--- config.mk ---
export PLATFORM = sky130hd
export DESIGN_NAME = dma_regbank
export DESIGN_NICKNAME = d
export VERILOG_FILES = /design/src/rtl/dmarb_pkg.sv /design/src/rtl/dmarb_byteptr.sv /design/src/rtl/dmarb_chan.sv /design/src/rtl/dmarb_ctrl.sv /design/src/rtl/dma_regbank.sv
export SDC_FILE = /design/constraint.sdc
export NUM_CORES = 1
export LEC_CHECK = 0
export BUFFER_PORTS_ARGS = -buffer_cell sky130_fd_sc_hd__buf_4
export CAP_MARGIN = 20
export CORE_UTILIZATION = 30
export CTS_CLUSTER_SIZE = 14
export DETAILED_ROUTE_END_ITERATION = 7
export PLACE_DENSITY_LB_ADDON = 0.3
export REMOVE_ABC_BUFFERS = 1
export SLEW_MARGIN = 40
export SYNTH_ARGS = -nofsm -noshare
export SYNTH_HDL_FRONTEND = slang
export SYNTH_SLANG_ARGS = --single-unit
--- constraint.sdc ---
create_clock -name clk -period 2.49 [get_ports clk]
set_input_delay 0.498 -clock clk [delete_from_list [all_inputs] [get_ports clk]]
set_output_delay 0.498 -clock clk [all_outputs]
set_load 0.03 [all_outputs]
--- src/rtl/dmarb_pkg.sv ---
package dmarb_pkg;
    localparam int NUM_CH = 4;
    localparam int REG_W  = 8;
    localparam int MODE_W = 6;
    localparam int OFF_W  = 4;

    localparam logic [OFF_W-1:0] OFF_CMD     = 4'd8;
    localparam logic [OFF_W-1:0] OFF_REQ     = 4'd9;
    localparam logic [OFF_W-1:0] OFF_SMASK   = 4'd10;
    localparam logic [OFF_W-1:0] OFF_MODE    = 4'd11;
    localparam logic [OFF_W-1:0] OFF_CLRPTR  = 4'd12;
    localparam logic [OFF_W-1:0] OFF_MCLR    = 4'd13;
    localparam logic [OFF_W-1:0] OFF_CLRMASK = 4'd14;
    localparam logic [OFF_W-1:0] OFF_ALLMASK = 4'd15;

    // position of autoinitialize inside the stored 6-bit mode (data bit 4)
    localparam int MODE_AUTO_BIT = 2;

    typedef enum logic {PTR_LO = 1'b0, PTR_HI = 1'b1} ptr_state_e;
endpackage

--- src/rtl/dmarb_byteptr.sv ---
module dmarb_byteptr
    import dmarb_pkg::*;
(
    input  logic clk,
    input  logic rst_n,
    input  logic access,
    input  logic force_lo,
    output logic hi_sel
);
    ptr_state_e state_q, state_d;

    always_ff @(posedge clk or negedge rst_n) begin
        if (!rst_n) state_q <= PTR_LO;
        else        state_q <= state_d;
    end

    always_comb begin
        state_d = state_q;
        if (force_lo) begin
            state_d = PTR_LO;                 // FORCE_LO
        end else if (access) begin
            unique case (state_q)             // TOGGLE
                PTR_LO: state_d = PTR_HI;
                PTR_HI: state_d = PTR_LO;
            endcase
        end
    end

    always_comb begin
        hi_sel = (state_q == PTR_HI);
    end
endmodule

--- src/rtl/dmarb_chan.sv ---
module dmarb_chan
    import dmarb_pkg::*;
#(
    parameter int BYTE_W = REG_W,
    parameter int MW     = MODE_W
) (
    input  logic                clk,
    input  logic                rst_n,
    input  logic                addr_we,
    input  logic                cnt_we,
    input  logic                hi_sel,
    input  logic [BYTE_W-1:0]   wdata,
    input  logic                mode_we,
    input  logic [MW-1:0]       mode_in,
    input  logic                upd_en,
    input  logic                upd_tc,
    input  logic [2*BYTE_W-1:0] upd_addr,
    input  logic [2*BYTE_W-1:0] upd_cnt,
    output logic [2*BYTE_W-1:0] cur_addr,
    output logic [2*BYTE_W-1:0] cur_cnt,
    output logic [MW-1:0]       mode_q
);
    localparam int VW = 2 * BYTE_W;

    logic [VW-1:0] base_addr, base_cnt;
    logic          host_hit;
    logic          reload;

    assign host_hit = addr_we | cnt_we;
    assign reload   = upd_tc & mode_q[MODE_AUTO_BIT];

    always_ff @(posedge clk or negedge rst_n) begin
        if (!rst_n) begin
            base_addr <= '0;
            base_cnt  <= '0;
            cur_addr  <= '0;
            cur_cnt   <= '0;
        end else if (host_hit) begin
            if (addr_we) begin
                if (hi_sel) begin
                    base_addr[VW-1:BYTE_W] <= wdata;
                    cur_addr[VW-1:BYTE_W]  <= wdata;
                end else begin
                    base_addr[BYTE_W-1:0] <= wdata;
                    cur_addr[BYTE_W-1:0]  <= wdata;
                end
            end
            if (cnt_we) begin
                if (hi_sel) begin
                    base_cnt[VW-1:BYTE_W] <= wdata;
                    cur_cnt[VW-1:BYTE_W]  <= wdata;
                end else begin
                    base_cnt[BYTE_W-1:0] <= wdata;
                    cur_cnt[BYTE_W-1:0]  <= wdata;
                end
            end
        end else if (upd_en) begin
            cur_addr <= reload ? base_addr : upd_addr;
            cur_cnt  <= reload ? base_cnt  : upd_cnt;
        end
    end

    always_ff @(posedge clk or negedge rst_n) begin
        if (!rst_n)       mode_q <= '0;
        else if (mode_we) mode_q <= mode_in;
    end
endmodule

--- src/rtl/dmarb_ctrl.sv ---
module dmarb_ctrl
    import dmarb_pkg::*;
#(
    parameter int NCH = NUM_CH
) (
    input  logic             clk,
    input  logic             rst_n,
    input  logic             wr_en,
    input  logic             rd_en,
    input  logic [OFF_W-1:0] reg_off,
    input  logic [REG_W-1:0] wr_data,
    input  logic [NCH-1:0]   dreq,
    input  logic [NCH-1:0]   tc_set,
    output logic [NCH-1:0]   mask_q,
    output logic [REG_W-1:0] cmd_q,
    output logic [2*NCH-1:0] status
);
    localparam int CHW = $clog2(NCH);

    logic [NCH-1:0] tc_q, sreq_q;
    logic           mclr, stat_rd;
    logic [CHW-1:0] sel;

    assign mclr    = wr_en && reg_off == OFF_MCLR;
    assign stat_rd = rd_en && reg_off == OFF_CMD;
    assign sel     = wr_data[CHW-1:0];
    assign status  = {dreq | sreq_q, tc_q};

    always_ff @(posedge clk or negedge rst_n) begin
        if (!rst_n) begin
            mask_q <= '1;
            cmd_q  <= '0;
            sreq_q <= '0;
            tc_q   <= '0;
        end else if (mclr) begin
            mask_q <= '1;
            cmd_q  <= '0;
            sreq_q <= '0;
            tc_q   <= '0;
        end else begin
            tc_q <= (stat_rd ? '0 : tc_q) | tc_set;
            if (wr_en) begin
                unique case (reg_off)
                    OFF_CMD:     cmd_q       <= wr_data;
                    OFF_REQ:     sreq_q[sel] <= wr_data[2];
                    OFF_SMASK:   mask_q[sel] <= wr_data[2];
                    OFF_CLRMASK: mask_q      <= '0;
                    OFF_ALLMASK: mask_q      <= wr_data[NCH-1:0];
                    default:     ;
                endcase
            end
        end
    end
endmodule

--- src/rtl/dma_regbank.sv ---
module dma_regbank
    import dmarb_pkg::*;
#(
    parameter int NCH = NUM_CH,
    parameter int BW  = REG_W,
    parameter int MW  = MODE_W
) (
    input  logic              clk,
    input  logic              rst_n,
    input  logic [3:0]        reg_off,
    input  logic              wr_en,
    input  logic [BW-1:0]     wr_data,
    input  logic              rd_en,
    output logic [BW-1:0]     rd_data,
    input  logic [NCH-1:0]    dreq,
    input  logic              upd_valid,
    input  logic [1:0]        upd_ch,
    input  logic              upd_tc,
    input  logic [2*BW-1:0]   upd_addr,
    input  logic [2*BW-1:0]   upd_cnt,
    output logic [NCH*2*BW-1:0] ch_addr,
    output logic [NCH*2*BW-1:0] ch_cnt,
    output logic [NCH*MW-1:0] ch_mode,
    output logic [NCH-1:0]    ch_mask,
    output logic [BW-1:0]     cmd_q
);
    localparam int VW = 2 * BW;

    logic              ptr_hi;
    logic              val_acc;
    logic [1:0]        acc_ch;
    logic [NCH-1:0]    tc_set;
    logic [2*NCH-1:0]  status;
    logic [VW-1:0]     cur_a [NCH];
    logic [VW-1:0]     cur_c [NCH];
    logic [VW-1:0]     rd_val;

    assign val_acc = (wr_en | rd_en) & ~reg_off[3];
    assign acc_ch  = reg_off[2:1];

    dmarb_byteptr u_ptr (
        .clk      (clk),
        .rst_n    (rst_n),
        .access   (val_acc),
        .force_lo (wr_en && (reg_off == OFF_CLRPTR || reg_off == OFF_MCLR)),
        .hi_sel   (ptr_hi)
    );

    for (genvar n = 0; n < NCH; n++) begin : g_ch
        logic hit;
        assign hit       = wr_en && !reg_off[3] && acc_ch == n;
        assign tc_set[n] = upd_valid && upd_tc && upd_ch == n;

        dmarb_chan #(.BYTE_W(BW), .MW(MW)) u_chan (
            .clk      (clk),
            .rst_n    (rst_n),
            .addr_we  (hit && !reg_off[0]),
            .cnt_we   (hit && reg_off[0]),
            .hi_sel   (ptr_hi),
            .wdata    (wr_data),
            .mode_we  (wr_en && reg_off == OFF_MODE && wr_data[1:0] == n),
            .mode_in  (wr_data[BW-1:BW-MW]),
            .upd_en   (upd_valid && upd_ch == n),
            .upd_tc   (upd_tc),
            .upd_addr (upd_addr),
            .upd_cnt  (upd_cnt),
            .cur_addr (cur_a[n]),
            .cur_cnt  (cur_c[n]),
            .mode_q   (ch_mode[n*MW +: MW])
        );

        assign ch_addr[n*VW +: VW] = cur_a[n];
        assign ch_cnt[n*VW +: VW]  = cur_c[n];
    end

    dmarb_ctrl #(.NCH(NCH)) u_ctrl (
        .clk     (clk),
        .rst_n   (rst_n),
        .wr_en   (wr_en),
        .rd_en   (rd_en),
        .reg_off (reg_off),
        .wr_data (wr_data),
        .dreq    (dreq),
        .tc_set  (tc_set),
        .mask_q  (ch_mask),
        .cmd_q   (cmd_q),
        .status  (status)
    );

    always_comb begin
        rd_val  = reg_off[0] ? cur_c[acc_ch] : cur_a[acc_ch];
        rd_data = '0;
        if (rd_en) begin
            if (!reg_off[3])             rd_data = ptr_hi ? rd_val[VW-1:BW] : rd_val[BW-1:0];
            else if (reg_off == OFF_CMD) rd_data = status;
        end
    end
endmodule

## Word-level counts from Yosys, hierarchy flattened

Cells that the tools add are included.

| word-level totals | value |
|---|---|
| bits in registers | 301 |
| bits of input ports | 56 |
| output and inout port bits | 172 |
| logic and storage cells | 236 |

| cells by class | value |
|---|---|
| magnitude comparators | 3 |
| equality and inequality tests | 33 |
| muxes and demuxes | 63 |
| bitwise operators | 15 |
| reduce and logical (&&, ||, !) cells | 81 |

Operator list:

| kind | number |
|---|---|
| $mux 16 | 37 |
| $reduce_and 3->1 | 32 |
| $mux 8 | 9 |
| $bmux 16 s2 | 2 |
| $eq 4x4->1 const B | 8 |
| $logic_and 1x1->1 | 31 |
| $mux 4 | 7 |
| $ne 2x1->1 const B | 8 |
| $ne 2x2->1 const B | 8 |
| $reduce_bool 2->1 | 8 |
| $eq 2x2->1 const B | 6 |
| $pmux 4 s3 | 1 |
| $bwmux 4 | 2 |
| $or 4x4->4 | 2 |
| $eq 2x1->1 const B | 3 |
| $logic_not 2->1 | 3 |
| $reduce_and 2->1 | 3 |
| $and 1x1->1 | 5 |
| $or 1x1->1 | 5 |
| $reduce_bool 4->1 | 1 |
| $ge 3x3->1 const B | 1 |
| $lt 2x3->1 const B | 1 |
| $mux 1 | 3 |
| $not 2->3 | 1 |
| other kinds (6) | 8 |

## Depth between registers and ports, before layout

Gate-level depths: netlist of the first run.

| logic depth | value |
|---|---|
| depth after elaboration | 8 |
| gate-level depth with buffers | 8 |
| gate-level depth less buffers | 4 |

## By module

Synthesis of the first run repeated with hierarchy kept, for this count alone.

| unflattened totals | value |
|---|---|
| cell total of the unflattened synthesis | 1416 |
| area total of the unflattened synthesis | 15596.2 um^2 |

Modules (own cells, without submodules):

| module | times used | cells an instance | area each (um^2) |
|---|---|---|---|
| dmarb_chan | 4 | 284 | 3264.4 |
| dma_regbank | 1 | 174 | 1462.7 |
| dmarb_ctrl | 1 | 103 | 1038.5 |
| dmarb_byteptr | 1 | 3 | 37.5 |

## Worst setup path after synthesis of the first run

Ideal clock, no wire load.

| path | value |
|---|---|
| path kind | input-to-output |
| start | input reg_off[2] |
| end | output rd_data[2] |
| arrival | 2.577 ns |
| setup slack | -0.585 ns |
| stages | 6 |
| buffers on the path | 3 |
| path through | buf_2 > buf_2 > buf_1 > or3_1 > nor2_1 > o311ai_0 |

| on the way | value |
|---|---|
| word-level cells in the longest chain between the ends | 8 |
| elaborated cells between the ends (all ways) | 13 |
| classes of those cells | 1 x eq/ne; 11 x mux; 1 x bitwise |

RTL lines:

| what | RTL line | text |
|---|---|---|
| start, declared | dma_regbank.sv:10 | `input logic [3:0] reg_off,` |
| $not 2->3 (implied by the code) | dma_regbank.sv:91 | `rd_val = reg_off[0] ? cur_c[acc_ch] : cur_a[acc_ch];` |
| $bmux 16 s2 | dma_regbank.sv:91 |  |
| $mux 16 (implied by the code) (2 in a row) | dma_regbank.sv:91 |  |
| $mux 16 | dma_regbank.sv:91 |  |
| $mux 8 | dma_regbank.sv:94 | `if (!reg_off[3]) rd_data = ptr_hi ? rd_val[VW-1:BW] : rd_val[BW-1:0];` |
| $mux 8 (*) | dma_regbank.sv:94 |  |
| $mux 8 (*) | dma_regbank.sv:93 | `if (rd_en) begin` |
| end, declared | dma_regbank.sv:14 | `output logic [BW-1:0] rd_data,` |

Every way passes the cells marked *; elsewhere a longest branch is shown, timed or not. The select of a mux whose other input is x is not followed.

## Final worst setup path of the first run

| path | value |
|---|---|
| start | register g_ch[3].u_chan.cur_cnt[7] |
| end | output rd_data[7] |

| on the way | value |
|---|---|
| word-level cells in the longest chain between the ends | 7 |

RTL lines:

| what | RTL line | text |
|---|---|---|
| start, declared | dmarb_chan.sv:20 | `output logic [2*BYTE_W-1:0] cur_cnt,` |
| start signal, assigned by index | dmarb_chan.sv:51 | `cur_cnt[VW-1:BYTE_W] <= wdata;` |
| start signal, assigned by index | dmarb_chan.sv:54 | `cur_cnt[BYTE_W-1:0] <= wdata;` |
| start signal, assigned | dmarb_chan.sv:59 | `cur_cnt <= reload ? base_cnt : upd_cnt;` |
| $bmux 16 s2 | dma_regbank.sv:91 |  |
| $mux 16 (implied by the code) (2 in a row) | dma_regbank.sv:91 |  |
| $mux 16 | dma_regbank.sv:91 |  |
| $mux 8 (2 in a row) | dma_regbank.sv:94 |  |
| $mux 8 | dma_regbank.sv:93 |  |

Every way passes these cells. The select of a mux whose other input is x is not followed.

==> impl_metrics.py, run 1 <==
metrics = {
    "hold_path": {
        "tightest_hold_check_type": "in -> reg",
    },
    "floorplan": {
        "die_h_um": 227,
        "boundaryPins": 228,
        "die_w_um": 227,
        "core_um2": 50100,
        "die_area_um2": 51500,
        "initial_core_util_pct": 30.3,
        "num_rows": 82,
    },
    "synthesis": {
        "synthTopCellsByCount": "sky130_fd_sc_hd__dfrtp_1 (297), sky130_fd_sc_hd__mux2_2 (196), sky130_fd_sc_hd__nand2_1 (195)",
        "postSynthCellCount": 1395,
        "synth.most_common_cell": "sky130_fd_sc_hd__dfrtp_1",
        "synth_warnings": 0,
        "synth-seq-cells": 301,
        "synth_area_um2": 15200,
        "synth_edf_count": 0,
        "async_flop_share_pct": 100,
        "ys_top_cells_by_area": "sky130_fd_sc_hd__dfrtp_1 (49%), sky130_fd_sc_hd__mux2_2 (15%), sky130_fd_sc_hd__a311oi_1 (5.6%)",
        "fraction_of_post_synthesis_cell_area_in_the_top_cell_type_by_area_pct": 49.0,
        "synthDominantAreaCellType": "sky130_fd_sc_hd__dfrtp_1",
        "synth.avg_cell_area_um2": 10.9,
        "synthDistinctLibCells": 58,
        "synthFlopType": "sky130_fd_sc_hd__dfrtp_1",
        "seq_area_frac_synth_pct": 49.7,
    },
    "clock_tree": {
        "cts_num_sinks": 301,
        "insertion_delay_ns": 0.57,
        "htree_num_levels": 2,
        "cts_root_buf": "sky130_fd_sc_hd__clkbuf_16",
        "clk_pin_slew_worst_paths_ns": 0.06,
        "cts_buffer_depth": 3,
        "cts_inserted_buffers": 37,
        "tritoncts_clock_tree": "done",
    },
    "sta": {
        "fin_worst_skew_ns": 0.0198,
        "worst-slew-pin-transition_ns": 0.653,
        "finalHoldViolations": 0,
        "finalWorstSetupSlack_ns": -0.258,
        "max_slew_margin_pct": 56.4,
        "fmax_mhz": 364,
        "setup-violations-final": 7,
        "drv_slew": 0,
        "finalCritPeriodShare_pct": 110,
        "period_minus_slack_ns": 2.75,
        "rsz0062_at_grt": "yes",
    },
    "finish": {
        "syn2layout_area_growth_pct": 39.0,
        "finish.net_count": 1868,
        "final-instance-count-excl-fill": 2509,
        "n_fill_cell": 4899,
        "drive_above_1_share_pct": 45.6,
        "multi_input_gate_area_um2": 7350,
        "sequential_cell_area_um2": 7570,
    },
    "critical_path": {
        "critical_path_buf_inv_count": 1,
        "critical_path.max_stage_delay_ns": 0.53,
        "worst_ep_required_time_ns": 1.99,
        "crit_path_end_kind": "output port",
        "crit_path_max_fanout": 2,
        "path_delay_family": "multiplexers",
        "worstPathCellList": "mux4_2 > mux2i_4 > o22ai_1 > a31o_2 > buf_6",
        "startpoint_type": "register",
        "critical_path_cell_with_the_highest_stage_delay": "sky130_fd_sc_hd__mux4_2",
        "timing.critical_path.arrival_ns": 2.25,
        "worstSetupPathType": "reg -> out",
    },
    "drt": {
        "route.antenna.remaining_nets": 0,
        "detailroute.wirelength.met3_um": 4660,
        "avgRoutedWirePerCell_um": 26.6,
        "wl_um": 66800,
        "drt_first_iter_violations": 1379,
        "dr_total_vias": 13800,
        "top_layer_used": "met5",
        "viasPerCell": 5.52,
        "routed-wl-met2_um": 29700,
        "drt-pass1-iter-count": 7,
        "drc_errors": 4,
        "post_route_m1_wl_um": 30000,
    },
    "grt": {
        "grt_antenna_before_repair": 2,
        "grt_util_all_layers_pct": 26.0,
        "grt_remaining_overflow": 0,
        "grt_first_pass_wirelength_um": 95100,
        "grt_max_degree": 68,
        "first_global_vias": 13200,
    },
    "power_and_ir_drop": {
        "total_power_mw": 17.7,
        "power_dissipated_by_switching_net_loads_mw": 6.06,
        "irDropWorstVdd_mv": 0.445,
        "clkPwrFrac_pct": 31.3,
        "share_seq_of_total_power_pct": 39.5,
        "total_leakage_power_nw": 10.2,
        "cellPowerDensity_nw_per_um2": 841,
        "internal_power_mw": 11.7,
        "comb_power_share_pct": 29.2,
        "sw_frac_of_total_pct": 34.2,
    },
    "placed_design": {
        "final_estimated_routing_congestion_in_global_placement": 0.927,
        "detailed_place_hpwl_um": 49200,
        "port_buffers": 227,
        "place.detailed.instances": 2405,
    },
    "run_status": {
        "result_of_the_run": "complete, but fails checks",
        "violated_checks": "design-rule violations, negative setup slack",
    },
    "flow_run": {
        "max-cap-violations": 0,
    },
}
## state kept, by name, summed over array words and instances, names as in the netlist
signal                 cells
g_ch.u_chan.base_addr     64
g_ch.u_chan.base_cnt      64
g_ch.u_chan.cur_addr      64
g_ch.u_chan.cur_cnt       64
g_ch.u_chan.mode_q        24
u_ctrl.cmd_q               8
u_ctrl.mask_q              4
u_ctrl.sreq_q              4
u_ctrl.tc_q                4
u_ptr.hi_sel               1
## layout make-up
class / instances / share of cell area, %
diodes: 1 / 0.0119
clock buffers: 52 / 5.14
clock inverters: 11 / 0.670
inverters: 1 / 0.0178
multi-input cells: 971 / 34.8
flip-flops and latches: 301 / 35.9
well taps: 672 / 3.99
repair buffers: 500 / 19.5
## worst paths after layout
kind,start,cells after the start,end,slack (ns)
hold reg to reg,g_ch[0].u_chan.base_cnt[4]$_DFFE_PN0P_,1,g_ch[0].u_chan.base_cnt[4]$_DFFE_PN0P_,0.50
hold / removal,upd_ch[1],3,u_ctrl.tc_q[3]$_DFF_PN0_,0.28
setup / recovery,g_ch[3].u_chan.cur_cnt[7]$_DFFE_PN0P_,5,rd_data[7],-0.26
min in group asynchronous,rst_n,2,g_ch[3].u_chan.base_cnt[10]$_DFFE_PN0P_,0.54
setup reg to reg,u_ptr.hi_sel$_DFFE_PN0P_,7,g_ch[3].u_chan.cur_cnt[5]$_DFFE_PN0P_,0.47
max in group asynchronous,rst_n,3,g_ch[2].u_chan.cur_addr[7]$_DFFE_PN0P_,1.19
## per-stage QoR
step / hold slack, ns / TNS, ns / instance area (um2) / utilization, % / worst slack, ns
finish: 0.277 / -1.16 / 21100 / 42.1 / -0.258
global route: 0.274 / -1.47 / 21100 / 42.1 / -0.272
CTS: 0.237 / -1.23 / 20900 / 41.7 / -0.269
detailed placement: 0.493 / -7.61 / 19200 / 38.4 / -0.374
global placement: 0.487 / -7.49 / 19200 / 38.4 / -0.300
floorplan: 0.202 / -75.45 / 14600 / - / -0.644
## layer usage
metal  GRT usage, %  vias up
li1               -     6025
met1           37.0     7082
met2           39.3      626
met3           4.51      107
met4           9.44        2
met5              0        -
## worst min-delay path, stage by stage
cell and delay, ns:
sky130_fd_sc_hd__buf_4 0.14, sky130_fd_sc_hd__nand4_1 0.10, sky130_fd_sc_hd__a21oi_1 0.06
## layout by cell type (no fill, tap or decap), types with 11 or more instances in the layout
master	n
sky130_fd_sc_hd__a21oi_1	11
sky130_fd_sc_hd__dfrtp_2	25
sky130_fd_sc_hd__dfrtp_1	272
sky130_fd_sc_hd__mux2i_1	25
sky130_fd_sc_hd__buf_12	22
sky130_fd_sc_hd__buf_6	12
sky130_fd_sc_hd__mux2_2	195
sky130_fd_sc_hd__a31oi_1	34
sky130_fd_sc_hd__nand2_1	193
sky130_fd_sc_hd__nand3_1	100
sky130_fd_sc_hd__buf_4	462
sky130_fd_sc_hd__clkbuf_16	39
sky130_fd_sc_hd__nor2b_1	13
sky130_fd_sc_hd__a21o_1	96
sky130_fd_sc_hd__nor2_1	59
sky130_fd_sc_hd__a311oi_1	97
## cell families after synthesis
logic type / count (synthesis) / synth area share (%)
flops: 301 / 49.7
buf+inv: 123 / 3.53
simple gates: 425 / 12.7
mux: 243 / 18.8
compound gates: 303 / 15.3
## power by group through the flow
stage | Sequential (mW) | Combinational, mW | Clock, mW
final | 7.01 | 5.18 | 5.56
after floorplan | 7.74 | 1.59 | 0
after CTS | 7.02 | 5.08 | 5.65
after global routing | 7.12 | 5.47 | 5.84
after global placement | 7.14 | 4.71 | 0
after detailed placement | 7.14 | 4.78 | 0
## repair_timing
item,CTS,global route
setup endpoints to repair,8,8
setup buffers,32,8
hold buffers,1,0
gates resized for setup,58,34
pin swaps,14,10
endpoints found under the hold margin,53,0
Power figures use the tool's default switching activity.
==> run 2, diff against run 1 <==
--- a/config.mk
+++ b/config.mk
@@ -10,9 +10,11 @@
 export CORE_UTILIZATION = 30
 export CTS_CLUSTER_SIZE = 14
 export DETAILED_ROUTE_END_ITERATION = 7
+export GPL_ROUTABILITY_DRIVEN = 0
 export PLACE_DENSITY_LB_ADDON = 0.3
 export REMOVE_ABC_BUFFERS = 1
 export SLEW_MARGIN = 40
 export SYNTH_ARGS = -nofsm -noshare
 export SYNTH_HDL_FRONTEND = slang
+export SYNTH_HIERARCHICAL = 1
 export SYNTH_SLANG_ARGS = --single-unit
==> run 2 against run 1 <==
The flow finishes with violations (negative setup slack). Sequential power grew 8.1%. Global-route usage shrank 0.34 points. Hold slack gained 0.058 ns. First-iteration DRC count shrank 2.8%. Critical path type unchanged.
==> impl_metrics.py, run 2 <==
metrics = {
    "run_status": {
        "result_of_the_run": "complete, but fails checks",
        "violated_checks": "negative setup slack",
    },
    "sta": {
        "fin_worst_hold_slack_ns": 0.334,
        "fin_tns_setup_ns": -1.01,
        "finalCritPeriodShare_pct": 108,
        "setup-violations-final": 8,
        "worst-slew-pin-transition_ns": 0.684,
        "max_slew_margin_pct": 54.2,
        "finalWorstSetupSlack_ns": -0.207,
        "fmax_mhz": 371,
        "rsz0062_at_grt": "yes",
        "period_minus_slack_ns": 2.70,
        "finalHoldViolations": 0,
        "fin_worst_skew_ns": 0.0189,
        "drv_slew": 0,
    },
    "clock_tree": {
        "tritoncts_clock_tree": "done",
        "clk_pin_slew_worst_paths_ns": 0.06,
        "cts_num_sinks": 301,
        "htree_num_levels": 2,
        "insertion_delay_ns": 0.55,
        "cts_inserted_buffers": 35,
        "cts_root_buf": "sky130_fd_sc_hd__clkbuf_16",
        "cts_buffer_depth": 3,
    },
    "synthesis": {
        "ys_top_cells_by_area": "sky130_fd_sc_hd__dfrtp_1 (48%), sky130_fd_sc_hd__mux2_2 (11%), sky130_fd_sc_hd__a211oi_1 (6.3%)",
        "synthTopCellsByCount": "sky130_fd_sc_hd__dfrtp_1 (297), sky130_fd_sc_hd__mux2_2 (156), sky130_fd_sc_hd__nand3_1 (142)",
        "synthDominantAreaCellType": "sky130_fd_sc_hd__dfrtp_1",
        "synthFlopType": "sky130_fd_sc_hd__dfrtp_1",
        "synth.avg_cell_area_um2": 11.0,
        "synth.most_common_cell": "sky130_fd_sc_hd__dfrtp_1",
        "synth_area_um2": 15600,
        "synth_edf_count": 0,
        "postSynthCellCount": 1416,
        "synth-seq-cells": 301,
        "async_flop_share_pct": 100,
        "synthDistinctLibCells": 61,
        "fraction_of_post_synthesis_cell_area_in_the_top_cell_type_by_area_pct": 47.7,
        "synth_warnings": 6,
        "seq_area_frac_synth_pct": 48.3,
    },
    "finish": {
        "finish.net_count": 1826,
        "syn2layout_area_growth_pct": 32.0,
        "finalCoreUtilization_pct": 40.1,
        "drive_above_1_share_pct": 41.8,
        "num_antenna_cells": 0,
        "layout_common_cells": "sky130_fd_sc_hd__buf_4 (422), sky130_fd_sc_hd__dfrtp_1 (269), sky130_fd_sc_hd__mux2_2 (154)",
        "most_common_library_cell_in_the_layout_ignoring_fill_and_taps": "sky130_fd_sc_hd__buf_4",
        "final-instance-count-excl-fill": 2473,
        "fin_area_um2": 20600,
    },
    "floorplan": {
        "boundaryPins": 228,
        "die_w_um": 230,
        "die_h_um": 230,
        "initial_core_util_pct": 30.4,
        "num_rows": 83,
        "die_area_um2": 52900,
        "core_um2": 51300,
    },
    "critical_path": {
        "r2r.worst_path.cells": 5,
        "crit_path_max_fanout": 2,
        "worst_ep_required_time_ns": 1.99,
        "worstSetupPathType": "reg -> out",
        "timing.critical_path.arrival_ns": 2.20,
        "startpoint_type": "register",
        "crit_path_end_kind": "output port",
    },
    "placed_design": {
        "port_buffers": 227,
        "pre_cts_slack_ns": -0.308,
        "placed_inst_area_um2": 18900,
        "detailed_place_hpwl_um": 49000,
        "place.detailed.instances": 2356,
    },
    "power_and_ir_drop": {
        "clkPwrFrac_pct": 26.7,
        "sw_frac_of_total_pct": 35.5,
        "comb_power_share_pct": 33.3,
        "total_leakage_power_nw": 9.79,
        "internal_power_mw": 12.2,
        "total_power_mw": 19.0,
        "power_dissipated_by_switching_net_loads_mw": 6.74,
        "irDropWorstVdd_mv": 0.408,
        "cellPowerDensity_nw_per_um2": 921,
        "share_seq_of_total_power_pct": 39.9,
    },
    "grt": {
        "grt_remaining_overflow": 0,
        "grt_util_all_layers_pct": 25.6,
        "grt_first_pass_wirelength_um": 99000,
        "grt_antenna_before_repair": 1,
        "grt_max_degree": 70,
        "first_global_vias": 14300,
    },
    "hold_path": {
        "min_delay_path_depth": 3,
        "tightest_hold_check_type": "in -> reg",
    },
    "flow_run": {
        "max-cap-violations": 0,
    },
    "drt": {
        "viasPerCell": 5.76,
        "dr_total_vias": 14200,
        "drt-pass1-iter-count": 5,
        "avgRoutedWirePerCell_um": 27.7,
        "wl_um": 68500,
        "route.antenna.remaining_nets": 0,
        "drt_first_iter_violations": 1341,
        "drc_errors": 0,
    },
}
run 2: final timing paths:
kind	slack (ns)	end	startpoint
hold reg to reg	0.49	g_ch[0].u_chan/base_addr[6]$_DFFE_PN0P_	g_ch[0].u_chan/base_addr[6]$_DFFE_PN0P_
hold / removal	0.33	g_ch[0].u_chan/cur_cnt[3]$_DFFE_PN0P_	upd_cnt[3]
min in group asynchronous	0.47	u_ctrl/cmd_q[1]$_DFFE_PN0P_	rst_n
max in group asynchronous	1.14	g_ch[1].u_chan/cur_cnt[13]$_DFFE_PN0P_	rst_n
setup / recovery	-0.21	rd_data[6]	g_ch[3].u_chan/cur_cnt[6]$_DFFE_PN0P_
setup reg to reg	0.75	g_ch[3].u_chan/cur_addr[13]$_DFFE_PN0P_	g_ch[3].u_chan/mode_q[2]$_DFFE_PN0P_
run 2: critical path, cell delays in order, from the launching register on:
cell and delay [ns]:
sky130_fd_sc_hd__dfrtp_1 0.39, sky130_fd_sc_hd__mux4_2 0.49, sky130_fd_sc_hd__and2_4 0.16, sky130_fd_sc_hd__o221ai_2 0.13, sky130_fd_sc_hd__o211ai_1 0.24, sky130_fd_sc_hd__buf_4 0.25
run 2: what timing repair did:
item,4_1_cts,5_1_grt
setup endpoints to repair,8,8
gates resized for setup,62,8
hold buffers,1,0
setup buffers,52,4
hold endpoints to repair,41,0
pin swaps,13,6
run 2: cells by family (layout without fill, tap and decap cells):
| kind of cell | after synthesis | in the layout | share of synthesized area, % |
|---|---|---|---|
| flops | 301 | 301 | 48.3 |
| xor+xnor | 2 | 2 | 0.112 |
| simple gates | 442 | 442 | 15.5 |
| buf+inv | 139 | 516 | 4.60 |
| mux | 204 | 204 | 15.7 |
| compound gates | 328 | 328 | 15.7 |
run 2: layer usage:
layer / up-vias / share of wire [%] / wire, um / global-route usage, %
li1: 6098 / - / - / -
met1: 7307 / 42 / 28900 / 34.7
met2: 701 / 46 / 31400 / 40.1
met3: 133 / 8.0 / 5520 / 4.59
met4: 0 / 4.0 / 2730 / 10.8
met5: - / 0 / 0 / 0
run 2: area by class of cell:
class                   instances  area (um2)
flip-flops and latches        301        7570
fillers                      5042       30700
inverters                       6        22.5
clock buffers                  52        1070
repair buffers                450        3630
clock inverters                 8        43.8
multi-input cells             976        7390
well taps                     680         851
run 2: power by group through the flow:
stage               registers, mW  logic, mW  clock network (mW)
finish                       7.58       6.33                5.07
global route                 7.72       6.71                5.31
CTS                          7.53       6.30                5.14
detailed placement           7.78       5.71                   0
global placement             7.74       5.59                   0
floorplan                    8.42       2.16                   0
==> run 3, diff against run 2 <==
--- a/config.mk
+++ b/config.mk
@@ -7,6 +7,7 @@
 export LEC_CHECK = 0
 export BUFFER_PORTS_ARGS = -buffer_cell sky130_fd_sc_hd__buf_4
 export CAP_MARGIN = 20
+export CORE_MARGIN = 4
 export CORE_UTILIZATION = 30
 export CTS_CLUSTER_SIZE = 14
 export DETAILED_ROUTE_END_ITERATION = 7
==> run 3 against run 2 <==
The flow still finishes with violations (negative setup slack). Sequential share of layout area down 0.34 points. Clock power up 6.7%. Hold slack worse by 0.0062 ns. Cell count up 0.24%. Wire length up 2.6%. Sequential power about the same. Combinational power about the same. Via count up 1.9%. Die area up 5.3%. Critical path type unchanged. Highest routed layer unchanged.
==> impl_metrics.py, run 3 (synthesis results as in run 2) <==
metrics = {
    "clock_tree": {
        "cts_num_sinks": 301,
        "clk_pin_slew_worst_paths_ns": 0.06,
        "cts_buffer_depth": 3,
        "cts_root_buf": "sky130_fd_sc_hd__clkbuf_16",
        "cts_inserted_buffers": 37,
        "insertion_delay_ns": 0.56,
        "htree_num_levels": 2,
        "tritoncts_clock_tree": "done",
    },
    "sta": {
        "finalWorstSetupSlack_ns": -0.201,
        "fin_worst_hold_slack_ns": 0.328,
        "max_slew_margin_pct": 42.4,
        "fmax_mhz": 372,
        "period_minus_slack_ns": 2.69,
        "setup-violations-final": 7,
        "finalCritPeriodShare_pct": 108,
        "fin_worst_skew_ns": 0.0218,
        "rsz0062_at_grt": "yes",
        "worst-slew-pin-transition_ns": 0.860,
        "drv_slew": 0,
        "finalHoldViolations": 0,
    },
    "critical_path": {
        "crit_path_end": "rd_data[6]",
        "crit_path_max_fanout": 2,
        "r2r-start": "u_ptr/hi_sel$_DFFE_PN0P_",
        "worst_case_register_to_register_setup_slack_ns": 0.61,
        "r2r.worst_path.cells": 5,
        "crit_path_start": "g_ch[3].u_chan/cur_cnt[6]$_DFFE_PN0P_",
        "timing.critical_path.arrival_ns": 2.19,
        "worst_ep_required_time_ns": 1.99,
        "worstSetupPathType": "reg -> out",
        "crit_path_end_kind": "output port",
        "startpoint_type": "register",
        "worst_r2r_endpoint": "g_ch[2].u_chan/cur_addr[10]$_DFFE_PN0P_",
    },
    "placed_design": {
        "placed_inst_area_um2": 19000,
        "port_buffers": 227,
        "detailed_place_hpwl_um": 49600,
        "place.detailed.instances": 2365,
    },
    "drt": {
        "viasPerCell": 5.85,
        "drc_errors": 0,
        "dr_total_vias": 14500,
        "route.antenna.remaining_nets": 0,
        "avgRoutedWirePerCell_um": 28.4,
        "drt_first_iter_violations": 1709,
        "wl_um": 70300,
        "drt-pass1-iter-count": 6,
    },
    "finish": {
        "drive_above_1_share_pct": 42.6,
        "most_common_library_cell_in_the_layout_ignoring_fill_and_taps": "sky130_fd_sc_hd__buf_4",
        "finish.net_count": 1831,
        "num_antenna_cells": 0,
        "fin_area_um2": 20800,
        "final-instance-count-excl-fill": 2479,
        "syn2layout_area_growth_pct": 33.3,
        "finalCoreUtilization_pct": 40.4,
        "layout_common_cells": "sky130_fd_sc_hd__buf_4 (421), sky130_fd_sc_hd__dfrtp_1 (267), sky130_fd_sc_hd__mux2_2 (153)",
    },
    "floorplan": {
        "die_area_um2": 55700,
        "num_rows": 83,
        "die_h_um": 236,
        "core_um2": 51400,
        "die_w_um": 236,
        "boundaryPins": 228,
        "initial_core_util_pct": 30.3,
    },
    "grt": {
        "grt_antenna_before_repair": 0,
        "grt_util_all_layers_pct": 24.4,
        "first_global_vias": 14400,
        "grt_max_degree": 71,
        "grt_remaining_overflow": 0,
        "grt_first_pass_wirelength_um": 101000,
    },
    "power_and_ir_drop": {
        "cellPowerDensity_nw_per_um2": 930,
        "irDropWorstVdd_mv": 0.479,
        "total_leakage_power_nw": 9.88,
    },
    "run_status": {
        "result_of_the_run": "complete, but fails checks",
        "violated_checks": "negative setup slack",
    },
    "hold_path": {
        "tightest_hold_check_type": "in -> reg",
    },
    "flow_run": {
        "max-cap-violations": 0,
    },
}
-- run 3: worst min-delay path by stage --
stage	startpoint	to	cells after the start
final	upd_addr[11]	g_ch[2].u_chan/cur_addr[11]$_DFFE_PN0P_	3
after global routing	upd_cnt[4]	g_ch[1].u_chan/cur_cnt[4]$_DFFE_PN0P_	3
after CTS	upd_cnt[12]	g_ch[0].u_chan/cur_cnt[12]$_DFFE_PN0P_	3
after detailed placement	rst_n	g_ch[3].u_chan/base_addr[1]$_DFFE_PN0P_	1
after global placement	rst_n	g_ch[3].u_chan/base_addr[1]$_DFFE_PN0P_	1
after floorplan	rst_n	g_ch[0].u_chan/base_addr[0]$_DFFE_PN0P_	0
-- run 3: power breakdown --
group	switching, mW	internal, mW	total, mW
combinational	3.54	2.81	6.35
clock	2.20	3.22	5.41
sequential	1.13	6.45	7.58
-- run 3: layout make-up --
type,instances,area (um2)
clock buffer,54,1120
tap,680,851
clock inverter,9,76.3
fill,5001,30600
inverter,6,22.5
timing repair buffer,453,3680
sequential,301,7570
multi-input combinational,976,7460
-- run 3: per-layer routing --
| metal | global-route usage [%] | routed length [um] | vias up |
|---|---|---|---|
| li1 | - | - | 6118 |
| met3 | 4.99 | 6070 | 143 |
| met1 | 34.0 | 30000 | 7465 |
| met2 | 37.4 | 31400 | 785 |
| met4 | 9.34 | 2900 | 0 |
| met5 | 0 | 0 | - |
-- run 3: timing repair --
action	in CTS	in global routing
endpoints found under the hold margin	44	0
endpoints found under the setup margin	8	8
pin swaps	15	9
setup buffers	48	3
gates cloned	0	0
hold buffers	1	0
gates resized for setup	74	15
-- run 3: per-stage QoR --
stage / setup slack, ns / power, mW / TNS [ns]
5_1_grt: -0.272 / 20.1 / -1.38
6_report: -0.201 / 19.3 / -0.965
4_1_cts: -0.241 / 19.3 / -1.13
3_3_place_gp: -0.227 / 13.4 / -2.75
2_1_floorplan: 0.230 / 10.6 / 0
3_5_place_dp: -0.228 / 13.5 / -6.23
-- run 3: worst max-delay path, cell delays in order (launching register included) --
cell	delay [ns]
sky130_fd_sc_hd__dfrtp_2	0.43
sky130_fd_sc_hd__mux4_2	0.49
sky130_fd_sc_hd__and2_4	0.16
sky130_fd_sc_hd__o221ai_2	0.12
sky130_fd_sc_hd__o211ai_1	0.21
sky130_fd_sc_hd__buf_4	0.23
